`config.mk`:
```
export PLATFORM = sky130hd
export DESIGN_NAME = boot_strap_vector
export DESIGN_NICKNAME = d
export VERILOG_FILES = /design/src/rtl/bsv_pkg.sv /design/src/rtl/bsv_ctrl.sv /design/src/rtl/bsv_datapath.sv /design/src/rtl/boot_strap_vector.sv
export SDC_FILE = /design/constraint.sdc
export NUM_CORES = 1
export LEC_CHECK = 0
export ABC_AREA = 0
export ABC_CLOCK_PERIOD_IN_PS = 800
export CAP_MARGIN = 20
export CORE_ASPECT_RATIO = 0.9
export CORE_MARGIN = 1.5
export CORE_UTILIZATION = 30
export DETAILED_ROUTE_END_ITERATION = 7
export GPL_TIMING_DRIVEN = 0
export PLACE_DENSITY = 0.89
export RECOVER_POWER = 50
export SYNTH_ARGS = -nofsm -noshare
export SYNTH_HDL_FRONTEND = slang
export SYNTH_SLANG_ARGS = --single-unit
```
`constraint.sdc`:
```
create_clock -name clk -period 0.8 [get_ports clk]
set_input_delay 0.12 -clock clk [delete_from_list [all_inputs] [get_ports clk]]
set_output_delay 0.12 -clock clk [all_outputs]
set_load 0.02 [all_outputs]
```
`src/rtl/bsv_pkg.sv`:
```
package bsv_pkg;
  // Strobes from control to datapath
  typedef struct packed {
    logic loadVector;   // load vector register and mark valid
    logic vecBoot;      // 1: boot ROM entry, 0: address zero
    logic clearValid;   // software reset in progress
    logic wrNext;       // write next-config register
    logic wrOpMode;     // accepted op-mode write
    logic flagErr;      // refused op-mode write
    logic loadStrapOp;  // seed op-mode bit from strap
  } bsvStrobe_t;
endpackage

```
`src/rtl/bsv_ctrl.sv`:
```
module bsv_ctrl import bsv_pkg::*; #(
  parameter int ADDR_W      = 4,
  parameter int SYNC_STAGES = 2,
  parameter int SYS_ADDR    = 1,
  parameter int NXT_ADDR    = 0
) (
  input  logic              clk,
  input  logic              hardRstN,
  input  logic              swRstReq,
  input  logic              busWrEn,
  input  logic [ADDR_W-1:0] busAddr,
  input  logic              periphBusy,
  input  logic              skipBoot,
  output logic              rstSyncN,
  output bsvStrobe_t        strobe
);
  typedef enum logic [1:0] {ST_HOLD, ST_RUN, ST_SOFT} ctrlState_t;

  logic [SYNC_STAGES-1:0] rstSync;
  ctrlState_t state, nextState;
  logic softBoot;
  logic sysHit, nxtHit;

  always_ff @(posedge clk or negedge hardRstN) begin
    if (!hardRstN) rstSync <= '0;
    else           rstSync <= {rstSync[SYNC_STAGES-2:0], 1'b1};
  end
  assign rstSyncN = rstSync[SYNC_STAGES-1];

  always_ff @(posedge clk or negedge rstSyncN) begin
    if (!rstSyncN) begin
      state    <= ST_HOLD;
      softBoot <= 1'b1;
    end else begin
      state <= nextState;
      if (state == ST_RUN && swRstReq) softBoot <= !skipBoot;
    end
  end

  assign sysHit = busWrEn && (busAddr == ADDR_W'(SYS_ADDR));
  assign nxtHit = busWrEn && (busAddr == ADDR_W'(NXT_ADDR));

  always_comb begin
    strobe          = '0;
    nextState       = state;
    strobe.wrNext   = nxtHit;
    strobe.wrOpMode = sysHit && !periphBusy;
    strobe.flagErr  = sysHit && periphBusy;
    case (state)
      ST_HOLD: begin
        strobe.loadVector  = 1'b1;
        strobe.vecBoot     = 1'b1;
        strobe.loadStrapOp = 1'b1;
        nextState          = ST_RUN;
      end
      ST_RUN: begin
        if (swRstReq) begin
          strobe.clearValid = 1'b1;
          nextState         = ST_SOFT;
        end
      end
      ST_SOFT: begin
        strobe.loadVector = 1'b1;
        strobe.vecBoot    = softBoot;
        nextState         = ST_RUN;
      end
      default: nextState = ST_HOLD;
    endcase
  end
endmodule

```
`src/rtl/bsv_datapath.sv`:
```
module bsv_datapath import bsv_pkg::*; #(
  parameter int STRAP_W     = 3,
  parameter int DATA_W      = 16,
  parameter int VEC_W       = 24,
  parameter int SKIP_BIT    = 4,
  parameter int OPMODE_BIT  = 0,
  parameter int OP_STRAP    = 0,
  parameter logic [VEC_W-1:0] BOOT_VECTOR = 24'hFF0000
) (
  input  logic               clk,
  input  logic               rstSyncN,
  input  logic [STRAP_W-1:0] strapPins,
  input  logic [DATA_W-1:0]  busWrData,
  input  bsvStrobe_t         strobe,
  output logic [STRAP_W-1:0] modeBits,
  output logic               skipBoot,
  output logic               peripheralSel,
  output logic               opModeErr,
  output logic [VEC_W-1:0]   resetVector,
  output logic               vectorValid
);
  logic [STRAP_W-1:0] strapShadow;
  logic unusedData;
  assign unusedData = ^busWrData;

  // Tracks the pins while reset is held, freezes at release
  always_ff @(posedge clk) begin
    if (!rstSyncN) strapShadow <= strapPins;
  end
  assign modeBits = strapShadow;

  always_ff @(posedge clk or negedge rstSyncN) begin
    if (!rstSyncN) begin
      skipBoot      <= 1'b0;
      peripheralSel <= 1'b0;
      opModeErr     <= 1'b0;
      resetVector   <= '0;
      vectorValid   <= 1'b0;
    end else begin
      if (strobe.wrNext) skipBoot <= busWrData[SKIP_BIT];
      if (strobe.loadStrapOp)   peripheralSel <= strapShadow[OP_STRAP];
      else if (strobe.wrOpMode) peripheralSel <= busWrData[OPMODE_BIT];
      if (strobe.flagErr) opModeErr <= 1'b1;
      if (strobe.clearValid) vectorValid <= 1'b0;
      else if (strobe.loadVector) begin
        vectorValid <= 1'b1;
        resetVector <= strobe.vecBoot ? BOOT_VECTOR : '0;
      end
    end
  end
endmodule

```
`src/rtl/boot_strap_vector.sv`:
```
module boot_strap_vector import bsv_pkg::*; #(
  parameter int STRAP_W     = 3,
  parameter int ADDR_W      = 4,
  parameter int DATA_W      = 16,
  parameter int VEC_W       = 24,
  parameter int SYNC_STAGES = 2,
  parameter int SYS_ADDR    = 1,
  parameter int NXT_ADDR    = 0,
  parameter int SKIP_BIT    = 4,
  parameter int OPMODE_BIT  = 0,
  parameter logic [VEC_W-1:0] BOOT_VECTOR = 24'hFF0000
) (
  input  logic               clk,
  input  logic               hardRstN,
  input  logic               swRstReq,
  input  logic [STRAP_W-1:0] strapPins,
  input  logic               busWrEn,
  input  logic [ADDR_W-1:0]  busAddr,
  input  logic [DATA_W-1:0]  busWrData,
  input  logic               periphBusy,
  output logic [STRAP_W-1:0] modeBits,
  output logic [VEC_W-1:0]   resetVector,
  output logic               vectorValid,
  output logic               peripheralSel,
  output logic               opModeErr
);
  logic       rstSyncN;
  logic       skipBoot;
  bsvStrobe_t strobe;

  bsv_ctrl #(
    .ADDR_W(ADDR_W), .SYNC_STAGES(SYNC_STAGES),
    .SYS_ADDR(SYS_ADDR), .NXT_ADDR(NXT_ADDR)
  ) u_ctrl (
    .clk(clk), .hardRstN(hardRstN), .swRstReq(swRstReq),
    .busWrEn(busWrEn), .busAddr(busAddr), .periphBusy(periphBusy),
    .skipBoot(skipBoot), .rstSyncN(rstSyncN), .strobe(strobe)
  );

  bsv_datapath #(
    .STRAP_W(STRAP_W), .DATA_W(DATA_W), .VEC_W(VEC_W),
    .SKIP_BIT(SKIP_BIT), .OPMODE_BIT(OPMODE_BIT), .OP_STRAP(0),
    .BOOT_VECTOR(BOOT_VECTOR)
  ) u_dp (
    .clk(clk), .rstSyncN(rstSyncN), .strapPins(strapPins),
    .busWrData(busWrData), .strobe(strobe), .modeBits(modeBits),
    .skipBoot(skipBoot), .peripheralSel(peripheralSel),
    .opModeErr(opModeErr), .resetVector(resetVector),
    .vectorValid(vectorValid)
  );
endmodule

```
==> results of run 1 <==
[cell families after synthesis]
logic type             Yosys count
other                            2
AOI/OAI and AO/OA                6
and+or+nand+nor                  9
muxes                            2
buffers and inverters           27
DFF                             13
[cell usage in the layout, fill, tap and decap left out, drive strengths merged, types with 2 or more instances in the layout]
master,netlist,layout
a21oi,2,2
buf,23,47
clkbuf,0,5
clkdlybuf4s50,0,8
conb,2,17
dfrtp,9,9
edfxtp,3,3
inv,4,4
nor2,2,2
o21ai,2,2
[how the worst max path moves through the flow]
stage / to / slack (ns)
CTS: resetVector[21] / -0.40
finish: resetVector[19] / -0.40
global placement: u_dp.skipBoot / -0.85
global route: resetVector[19] / -0.43
detailed placement: u_dp.skipBoot / -0.88
floorplan: u_dp.skipBoot / -0.38
[timing repair]
action,in CTS,in global routing
resized for setup,111,5
pin swaps,4,4
setup buffers,5,2
endpoints found under the setup margin,23,21
[routing by layer]
layer / global-route usage [%] / up-vias / routed length [µm]
met3: 3.82 / 0 / 168
met2: 19.3 / 35 / 685
li1: - / 261 / -
met1: 10.7 / 220 / 448
met4: 3.08 / 0 / 0
met5: 0 / - / 0
[cell type report]
type	instances	share of cell area, %
inverters	4	1.29
flip-flops and latches	13	29.6
clock buffers	4	2.26
well taps	25	2.69
plain buffers	23	15.5
multi-input cells	34	19.6
repair buffers	34	29.1
[sequential cells by signal, summed over array words and instances, names as in the netlist]
signal	flops
u_dp.modeBits	3
u_ctrl.rstSync	2
u_dp.resetVector	1
u_dp.peripheralSel	1
u_dp.vectorValid	1
u_dp.opModeErr	1
u_ctrl.state	2
u_dp.skipBoot	1
u_ctrl.softBoot	1
[where the power goes]
part / switching, mW / leakage [nW] / total, mW / internal [mW]
clock network: 0.203 / 0.0150 / 0.395 / 0.193
registers: 0.0865 / 0.141 / 0.896 / 0.810
logic: 0.444 / 0.419 / 1.04 / 0.601
total: 0.733 / 0.575 / 2.34 / 1.60
[worst register-to-register path, cell delays in order, from the launching register on]
cell	delay, ns
dfrtp_1	0.41
and3b_2	0.29
mux2i_1	0.19
[through the flow]
step | TNS (ns) | utilization [%] | hold WS [ns] | area (µm²) | setup slack [ns]
after floorplan | -0.698 | - | -0.176 | 719 | -0.379
after detailed placement | -7.80 | 51.3 | 0.120 | 1020 | -0.876
after global routing | -4.78 | 58.4 | 0.0874 | 1160 | -0.429
final | -4.08 | 58.4 | 0.0767 | 1160 | -0.397
after CTS | -4.10 | 56.8 | 0.0103 | 1130 | -0.401
after global placement | -7.42 | 51.3 | 0.109 | 1020 | -0.850
==> run metrics, run 1 <==
CTS max path bufs 2; crit-path leading delay family flip-flops; Vias/cell between 3 and 4; share of cells above drive strength 1 56.3%; final std cells w/o fill 137; Die H 47.4 µm; Yosys top cell area share roughly a third; area occupied by multi-input gates around 230 µm²; area grow syn2layout 77.0%; post-synthesis adder-cell area fraction 0%; largest family of logic cells by synthesized area buffers and inverters; CP required 0.68 ns; Area contributors post-synth dfrtp_1 (34%), buf_4 (26%), edfxtp_1 (14%); Leak roughly 0.57 nW; CP Depth 3; Synth Area in Simple Gates just under 10%; H-tree depth 1; Synth Cell Area ~660 µm²; number of port buffers 27; antenna violations before repair 0; Max stage delay cell, worst path dfrtp_2; Final nets ~140; Synth Area in Compound Gates roughly 5.3%; crit path kind register to primary output; worst flop-to-flop path endpoint u_ctrl.softBoot; dpl cells about 130; cell mode on critical path buf_6; Synth Instances approximately 60; Top Ports 58; Setup crit start u_dp.resetVector[22]; post-DR wirelength/cell approximately 9.5 µm; critical path launch point type register; Post-Synth XOR/XNOR Area 0%; count of cell types in the netlist 20; final setup margin -0.397 ns; GRT Overall Usage between 10% and 20%; largest net degree at the start of global routing 9; critical path fanouts, max 6; R2R depth 2; total gr overflow 0; gp weighted congestion slightly below 0.7; DRC viols 0; drt initial violations 1; Die Width 52.3 µm; Num Clock Sinks 13; vias in the first global route around 430; hold_buf cts 0; failing checks negative setup slack; CP Buf/Inv Count 3; Fin. Hold Viols 0; fmax around 840 MHz; max_cap viols 0; vias post-DR about 520; die area between 2000 and 2500 µm²; RSZ-0062 raised after global routing true; Initial Util around a third; TritonCTS clock tree built; reg2reg start u_ctrl.state[1]; Critical Path End Type primary output; CTS root buffer clkbuf_4; Reg clk slew, reported paths 0.08 ns; final wirelength about 1300 µm; Pwr Density ~2000 nW/µm²; clk_skew 0.00573 ns; Synth Warn # 0; TritonCTS Buffers 3; Tmin final 1.20 ns; HP Class primary input to async pin; final worst path period share 150%; status finished with violations; Yosys reg bits 13; multiplexer share of the synthesized area roughly 3.2%; Max VDD drop approximately 1.2 mV; Final setup viols 22; FF+latch area roughly 340 µm²; first-pass GRT wire length between 1500 and 2000 µm; number of flops mapped to enable cells by yosys 3; area leader, netlist dfrtp_1; FFs w/ async S/R, synth 76.9%; ANT nets after route 0; Slew Limit Fails 0; worst skew pair latency approximately 0.27 ns; arrival time of the worst setup path 1.08 ns; DR pass1 iterations 2; HPWL after detailed placement roughly 950 µm; Worst path max stage delay around 0.45 ns; most instantiated library cell after synthesis buf_4; area of the core 1990 µm²; register area share after synthesis ~52%; Filler Cell Count 182; Final Power between 2 and 2.5 mW; synth cell count leaders buf_4 (23), dfrtp_1 (9), inv_1 (4), edfxtp_1 (3); mean post-synth cell area 11.1 µm²; Antenna Cells 0; Most used DFF post-synth dfrtp_1; row cnt 15; r2r setup slk -0.15 ns; crit-path cells buf_6, buf_6, buf_6
(Power assumes the default switching activity.)
==> run 2, diff against run 1 <==
Settings changed: CELL_PAD_IN_SITES_DETAIL_PLACEMENT from default to 1, CELL_PAD_IN_SITES_GLOBAL_PLACEMENT from default to 1, CORE_UTILIZATION 30 to 21.
==> run 2 against run 1 <==
  * The run still ends with negative setup slack left
  * Fmax down 0.84%
  * Die area grew 40%
  * Clock power is 4% higher
  * Sequential power grew 2%
  * Final area up 2.9%
  * Non-clock buffer count rose by 2
  * Sequential share of layout area is 0.84 points lower
==> run metrics, run 2 (synthesized netlist as in run 1, its figures left out) <==
status finished with violations (unchanged); failing checks negative setup slack (unchanged); CTS root buffer clkbuf_4 (unchanged); Worst path max stage delay 0.45 ns (about the same); Worst setup endpoint resetVector[19] (unchanged); number of port buffers 27 (unchanged); vias post-DR 545 (was 516); Tmin final 1.21 ns (was 1.20 ns); Die H 56.1 µm (was 47.4 µm); largest net degree at the start of global routing 9 (unchanged); drt initial violations 5 (was 1); HP Class primary input to register (was primary input to async pin); GR peak layer met2 (unchanged); global-route met1 utilization 9.77% (was 10.7%); Setup crit start u_dp.resetVector[22] (unchanged); RSZ-0062 raised after global routing true (unchanged); worst skew pair latency 0.28 ns (was 0.27 ns); Fin. Hold Viols 0 (unchanged); Max VDD drop 0.817 mV (was 1.23 mV); post-DR wirelength/cell 10.3 µm (was 9.50 µm); Initial Util 21.8% (was 33.0%); final setup margin -0.407 ns (was -0.397 ns); final worst path period share 151% (was 150%); met2 GRT Util 18.2% (was 19.3%); max_cap viols 0 (unchanged); area of the core 3020 µm² (was 1990 µm²); r2r setup slk -0.18 ns (was -0.15 ns); total gr overflow 0 (unchanged); Leak 0.583 nW (was 0.575 nW); cell mode on critical path buf_6 (unchanged); vias in the first global route 588 (was 432); arrival time of the worst setup path 1.09 ns (was 1.08 ns); fmax 828 MHz (was 835 MHz); DR pass1 iterations 3 (was 2); critical path fanouts, max 6 (unchanged); worst flop-to-flop path endpoint u_ctrl.softBoot (unchanged); GRT Overall Usage 9.89% (was 10.2%); antenna violations before repair 0 (unchanged); share of cells above drive strength 1 56.1% (was 56.3%); placed cell area 1040 µm² (was 1020 µm²); Filler Cell Count 359 (was 182); R2R depth 2 (unchanged); CP required 0.68 ns (about the same); CTS max path bufs 2 (unchanged); Final nets 143 (was 141); TritonCTS Buffers 3 (unchanged); Top Ports 58 (unchanged); cell depth of the worst min-delay path 4; gp weighted congestion 0.617 (was 0.684); Critical Path End Type primary output (unchanged); Antenna Cells 0 (unchanged); Hold WS 0.188 ns (was 0.0767 ns); row cnt 19 (was 15); Pwr Density 2000 nW/µm² (was 2010 nW/µm²); HPWL after detailed placement 1230 µm (was 948 µm); Vias/cell 3.49 (was 3.77); DRC viols 0 (unchanged); area grow syn2layout 82.1% (was 77.0%); TritonCTS clock tree built (unchanged); Reg clk slew, reported paths 0.08 ns (about the same); H-tree depth 1 (unchanged); Num Clock Sinks 13 (unchanged); met3 Usage GRT 4.42% (was 3.82%); max reg flops 3 (unchanged); critical path launch point type register (unchanged); Die Width 62.0 µm (was 52.3 µm); final wirelength 1610 µm (was 1300 µm); Max stage delay cell, worst path dfrtp_2 (unchanged); Slew Limit Fails 0 (unchanged); die area 3470 µm² (was 2480 µm²); ANT nets after route 0 (unchanged); commonest non-fill, non-tap cells in the layout buf_4 (24), buf_6 (21), conb_1 (17) (was buf_4 (23), buf_6 (21), conb_1 (17)); commonest non-fill, non-tap cell in the layout buf_4 (unchanged); Final setup viols 21 (was 22); crit-path cells buf_6, buf_6, buf_6 (unchanged); first-pass GRT wire length 2520 µm (was 1800 µm); clk_skew 0.00617 ns (was 0.00573 ns); reg2reg start u_ctrl.state[1] (unchanged); final instance area 1200 µm² (was 1160 µm²); crit path kind register to primary output (unchanged)
==> run 2: layer usage <==
| metal | share of wire, % | vias up |
|---|---|---|
| li1 | - | 262 |
| met1 | 37 | 250 |
| met2 | 55 | 31 |
| met3 | 7.8 | 2 |
| met4 | 0.50 | 0 |
| met5 | 0 | - |
==> run 2: through the flow <==
stage               cells  TNS (ns)  util [%]  setup WS [ns]  total power, mW
floorplan              74    -0.698         -         -0.379             1.39
global placement      143     -7.46      34.5         -0.853             1.72
detailed placement    143     -8.14      34.5         -0.896             1.77
CTS                   155     -4.42      38.7         -0.421             2.39
global route          156     -4.98      39.6         -0.454             2.53
finish                156     -4.24      39.6         -0.407             2.39
==> run 2: timing repair <==
action | CTS | global route
hold buffers | 1 | 0
endpoints found under the hold margin | 2 | 0
pin swaps | 5 | 3
gates resized for setup | 109 | 7
setup endpoints to repair | 23 | 22
buffers inserted | 7 | 1
==> run 2: report_power, final <==
group | internal (mW) | leakage (nW) | switching, mW
Sequential | 0.810 | 0.141 | 0.102
Combinational | 0.619 | 0.427 | 0.454
Clock | 0.193 | 0.0150 | 0.216
==> run 2: how the worst min path moves through the flow <==
stage / to / startpoint / slack [ns]
after floorplan: u_ctrl.rstSync[0] / hardRstN / -0.18
after CTS: u_dp.peripheralSel / busAddr[2] / 0.19
after global routing: u_dp.peripheralSel / busAddr[3] / 0.19
after detailed placement: u_dp.opModeErr / u_ctrl.rstSync[1] / 0.12
after global placement: u_ctrl.state[1] / u_ctrl.rstSync[1] / 0.11
final: u_dp.peripheralSel / busAddr[2] / 0.19
==> run 2: critical path: cells and delay by family, from the launching register on <==
family                 cells  cell delay (ns)
buffers and inverters      3             0.36
DFF                        1             0.45
==> run 2: cell type report <==
cell class	instances	area, µm²	area share, %
Timing Repair Buffer	36	355	29.7
Sequential cell	13	344	28.8
Multi-Input combinational cell	34	223	18.6
Buffer	23	180	15.1
Tap cell	42	52.6	4.39
Clock buffer	4	26.3	2.20
Inverter	4	15.0	1.26
==> run 3, diff against run 2 <==
Settings changed: ABC_CLOCK_PERIOD_IN_PS 800 to 1450, CORE_UTILIZATION 21 to 22, PLACE_DENSITY 0.89 to 0.93.
Clock period 0.8 ns to 1.45 ns, I/O delays scaled along.
==> run 3 against run 2 <==
  * The flow now finishes without violations
  * Total power down 53%
  * Critical endpoint is now u_dp.skipBoot
  * Count of clock-buffer cells in the layout is the same
  * First-iteration DRC count down 60%
  * Global-route usage down 1.1 points
  * Die area down 4.3%
  * Clock power down 47%
  * Worst setup slack better by 0.42 ns
  * Wire length down 16%
  * Combinational power decreased by 61%
  * Register-to-register slack improved by 0.64 ns
==> run metrics, run 3 (synthesized netlist as in run 1, its figures left out) <==
antenna violations before repair 0 (unchanged); area grow syn2layout 59.8% (was 82.1%); HP Class register to async pin (was primary input to register); met2 wire length 745 µm (was 885 µm); gp weighted congestion 0.661 (was 0.617); max_cap viols 0 (unchanged); Num Clock Sinks 13 (unchanged); Tmin final approximately 1.4 ns; RSZ-0062 raised after global routing true (unchanged); max reg flops 3 (unchanged); HPWL after detailed placement 1220 µm (was 1230 µm); first-pass GRT wire length 2060 µm (was 2520 µm); clk_skew 0.000431 ns (was 0.00617 ns); hold_buf cts 0 (was 1); DR pass1 iterations 2 (was 3); setup bufs post-CTS 0 (was 7); worst skew pair latency 0.27 ns (was 0.28 ns); Pwr Density 1070 nW/µm² (was 2000 nW/µm²); final wirelength 1350 µm (was 1610 µm); Slew Limit Fails 0 (unchanged); R2R depth 3 (was 2); final std cells w/o fill 145 (was 156); post-DR wirelength/cell 9.31 µm (was 10.3 µm); Initial Util 23.5% (was 21.8%); fmax ~700 MHz; row cnt 18 (was 19); TritonCTS Buffers 3 (unchanged); vias post-DR 501 (was 545); M1 WL 424 µm (was 586 µm); commonest non-fill, non-tap cells in the layout buf_4 (29), conb_1 (17), clkdlybuf4s50_1 (8), dlygate4sd2_1 (8), dfrtp_1 (8) (was buf_4 (24), buf_6 (21), conb_1 (17)); Critical Path End Type register (was primary output); vias in the first global route 478 (was 588); crit-path leading delay family simple AND/OR/NAND/NOR gates (was flip-flops); drt initial violations 2 (was 5); dpl cells 141 (was 143); critical path fanouts, max 2 (was 6); area of the core 2790 µm² (was 3020 µm²); CP required 1.61 ns (was 0.68 ns); Hold WS 0.146 ns (was 0.188 ns); CTS max path bufs 2 (unchanged); commonest non-fill, non-tap cell in the layout buf_4 (unchanged); worst flop-to-flop path endpoint u_dp.peripheralSel (was u_ctrl.softBoot); CTS root buffer clkbuf_4 (unchanged); Antenna Cells 0 (unchanged); largest net degree at the start of global routing 10 (was 9); Max VDD drop 0.509 mV (was 0.817 mV); Die H 54.8 µm (was 56.1 µm); Final setup viols 0 (was 21); Vias/cell 3.46 (was 3.49); Leak 0.517 nW (was 0.583 nW); Fin. Hold Viols 0 (unchanged); CP Buf/Inv Count 1 (was 3); final instance area 1050 µm² (was 1200 µm²); status finished clean (was finished with violations); die area 3320 µm² (was 3470 µm²); total gr overflow 0 (unchanged); H-tree depth 1 (unchanged); Die Width 60.6 µm (was 62.0 µm); Max stage delay cell, worst path or4b_4 (was dfrtp_2); share of cells above drive strength 1 36.2% (was 56.1%); Worst path max stage delay 0.48 ns (was 0.45 ns); ANT nets after route 0 (unchanged); TritonCTS clock tree built (unchanged); GRT Overall Usage 8.83% (was 9.89%); crit path kind primary input to register (was register to primary output); routed wl met3 180 µm (was 125 µm); r2r setup slk 0.46 ns (was -0.18 ns); final worst path period share between 90% and 100%; placed cell area 1030 µm² (was 1040 µm²); crit-path cells clkdlybuf4s50_1, or4b_4, nor2_4, mux2_1 (was buf_6, buf_6, buf_6); critical path launch point type primary input (was register); TNS Setup 0 ns (was -4.24 ns); number of port buffers 27 (unchanged); arrival time of the worst setup path 1.59 ns (was 1.09 ns); Highest Signal Layer met3 (was met4); Top Ports 58 (unchanged); Reg clk slew, reported paths 0.07 ns (was 0.08 ns); Final nets 134 (was 143); Final Power 1.13 mW (was 2.39 mW); reg2reg start u_ctrl.state[0] (was u_ctrl.state[1]); DRC viols 0 (unchanged)
-- run 3: changes by cell type in the layout (fill, tap and decap cells not counted), moves of 2 or more --
cell / previous run / this run
o21ai_1: 2 / 0
dlygate4sd2_1: 0 / 8
buf_2: 3 / 0
dlygate4sd3_1: 1 / 4
o21ai_0: 0 / 2
buf_4: 24 / 29
buf_6: 21 / 0
-- run 3: metal layers --
metal | track usage [%] | up-vias
li1 | - | 244
met5 | 0 | -
met4 | 1.09 | 0
met2 | 17.7 | 33
met3 | 4.73 | 0
met1 | 7.95 | 224
-- run 3: through the flow --
stage / worst slack [ns] / utilization (%)
3_5_place_dp: -0.330 / 37.0
3_3_place_gp: -0.303 / 37.0
4_1_cts: 0.000568 / 37.4
5_1_grt: -0.0132 / 37.6
6_report: 0.0114 / 37.6
2_1_floorplan: 0.164 / -
-- run 3: worst max-delay path by stage --
stage / startpoint / cells after the start / endpoint
after global routing: busWrEn / 4 / u_dp.skipBoot
after floorplan: busAddr[1] / 3 / u_dp.skipBoot
final: busWrEn / 4 / u_dp.skipBoot
after global placement: busAddr[1] / 4 / u_dp.skipBoot
after CTS: busWrEn / 4 / u_dp.skipBoot
after detailed placement: busAddr[1] / 4 / u_dp.skipBoot
-- run 3: where the power goes --
group	internal (mW)	switching [mW]
Combinational	0.210	0.209
Clock	0.106	0.110
Sequential	0.446	0.0454
-- run 3: layout make-up --
cell class | count | area [µm²]
fill | 346 | 1740
sequential | 13 | 343
timing repair buffer | 27 | 248
multi-input combinational | 34 | 195
buffer | 23 | 173
tap | 40 | 50.0
clock buffer | 4 | 26.3
inverter | 4 | 15.0
-- run 3: what timing repair did --
item | 4_1_cts | 5_1_grt
endpoints found under the setup margin | 13 | 8
pin swaps | 2 | 0
gates resized for setup | 15 | 10
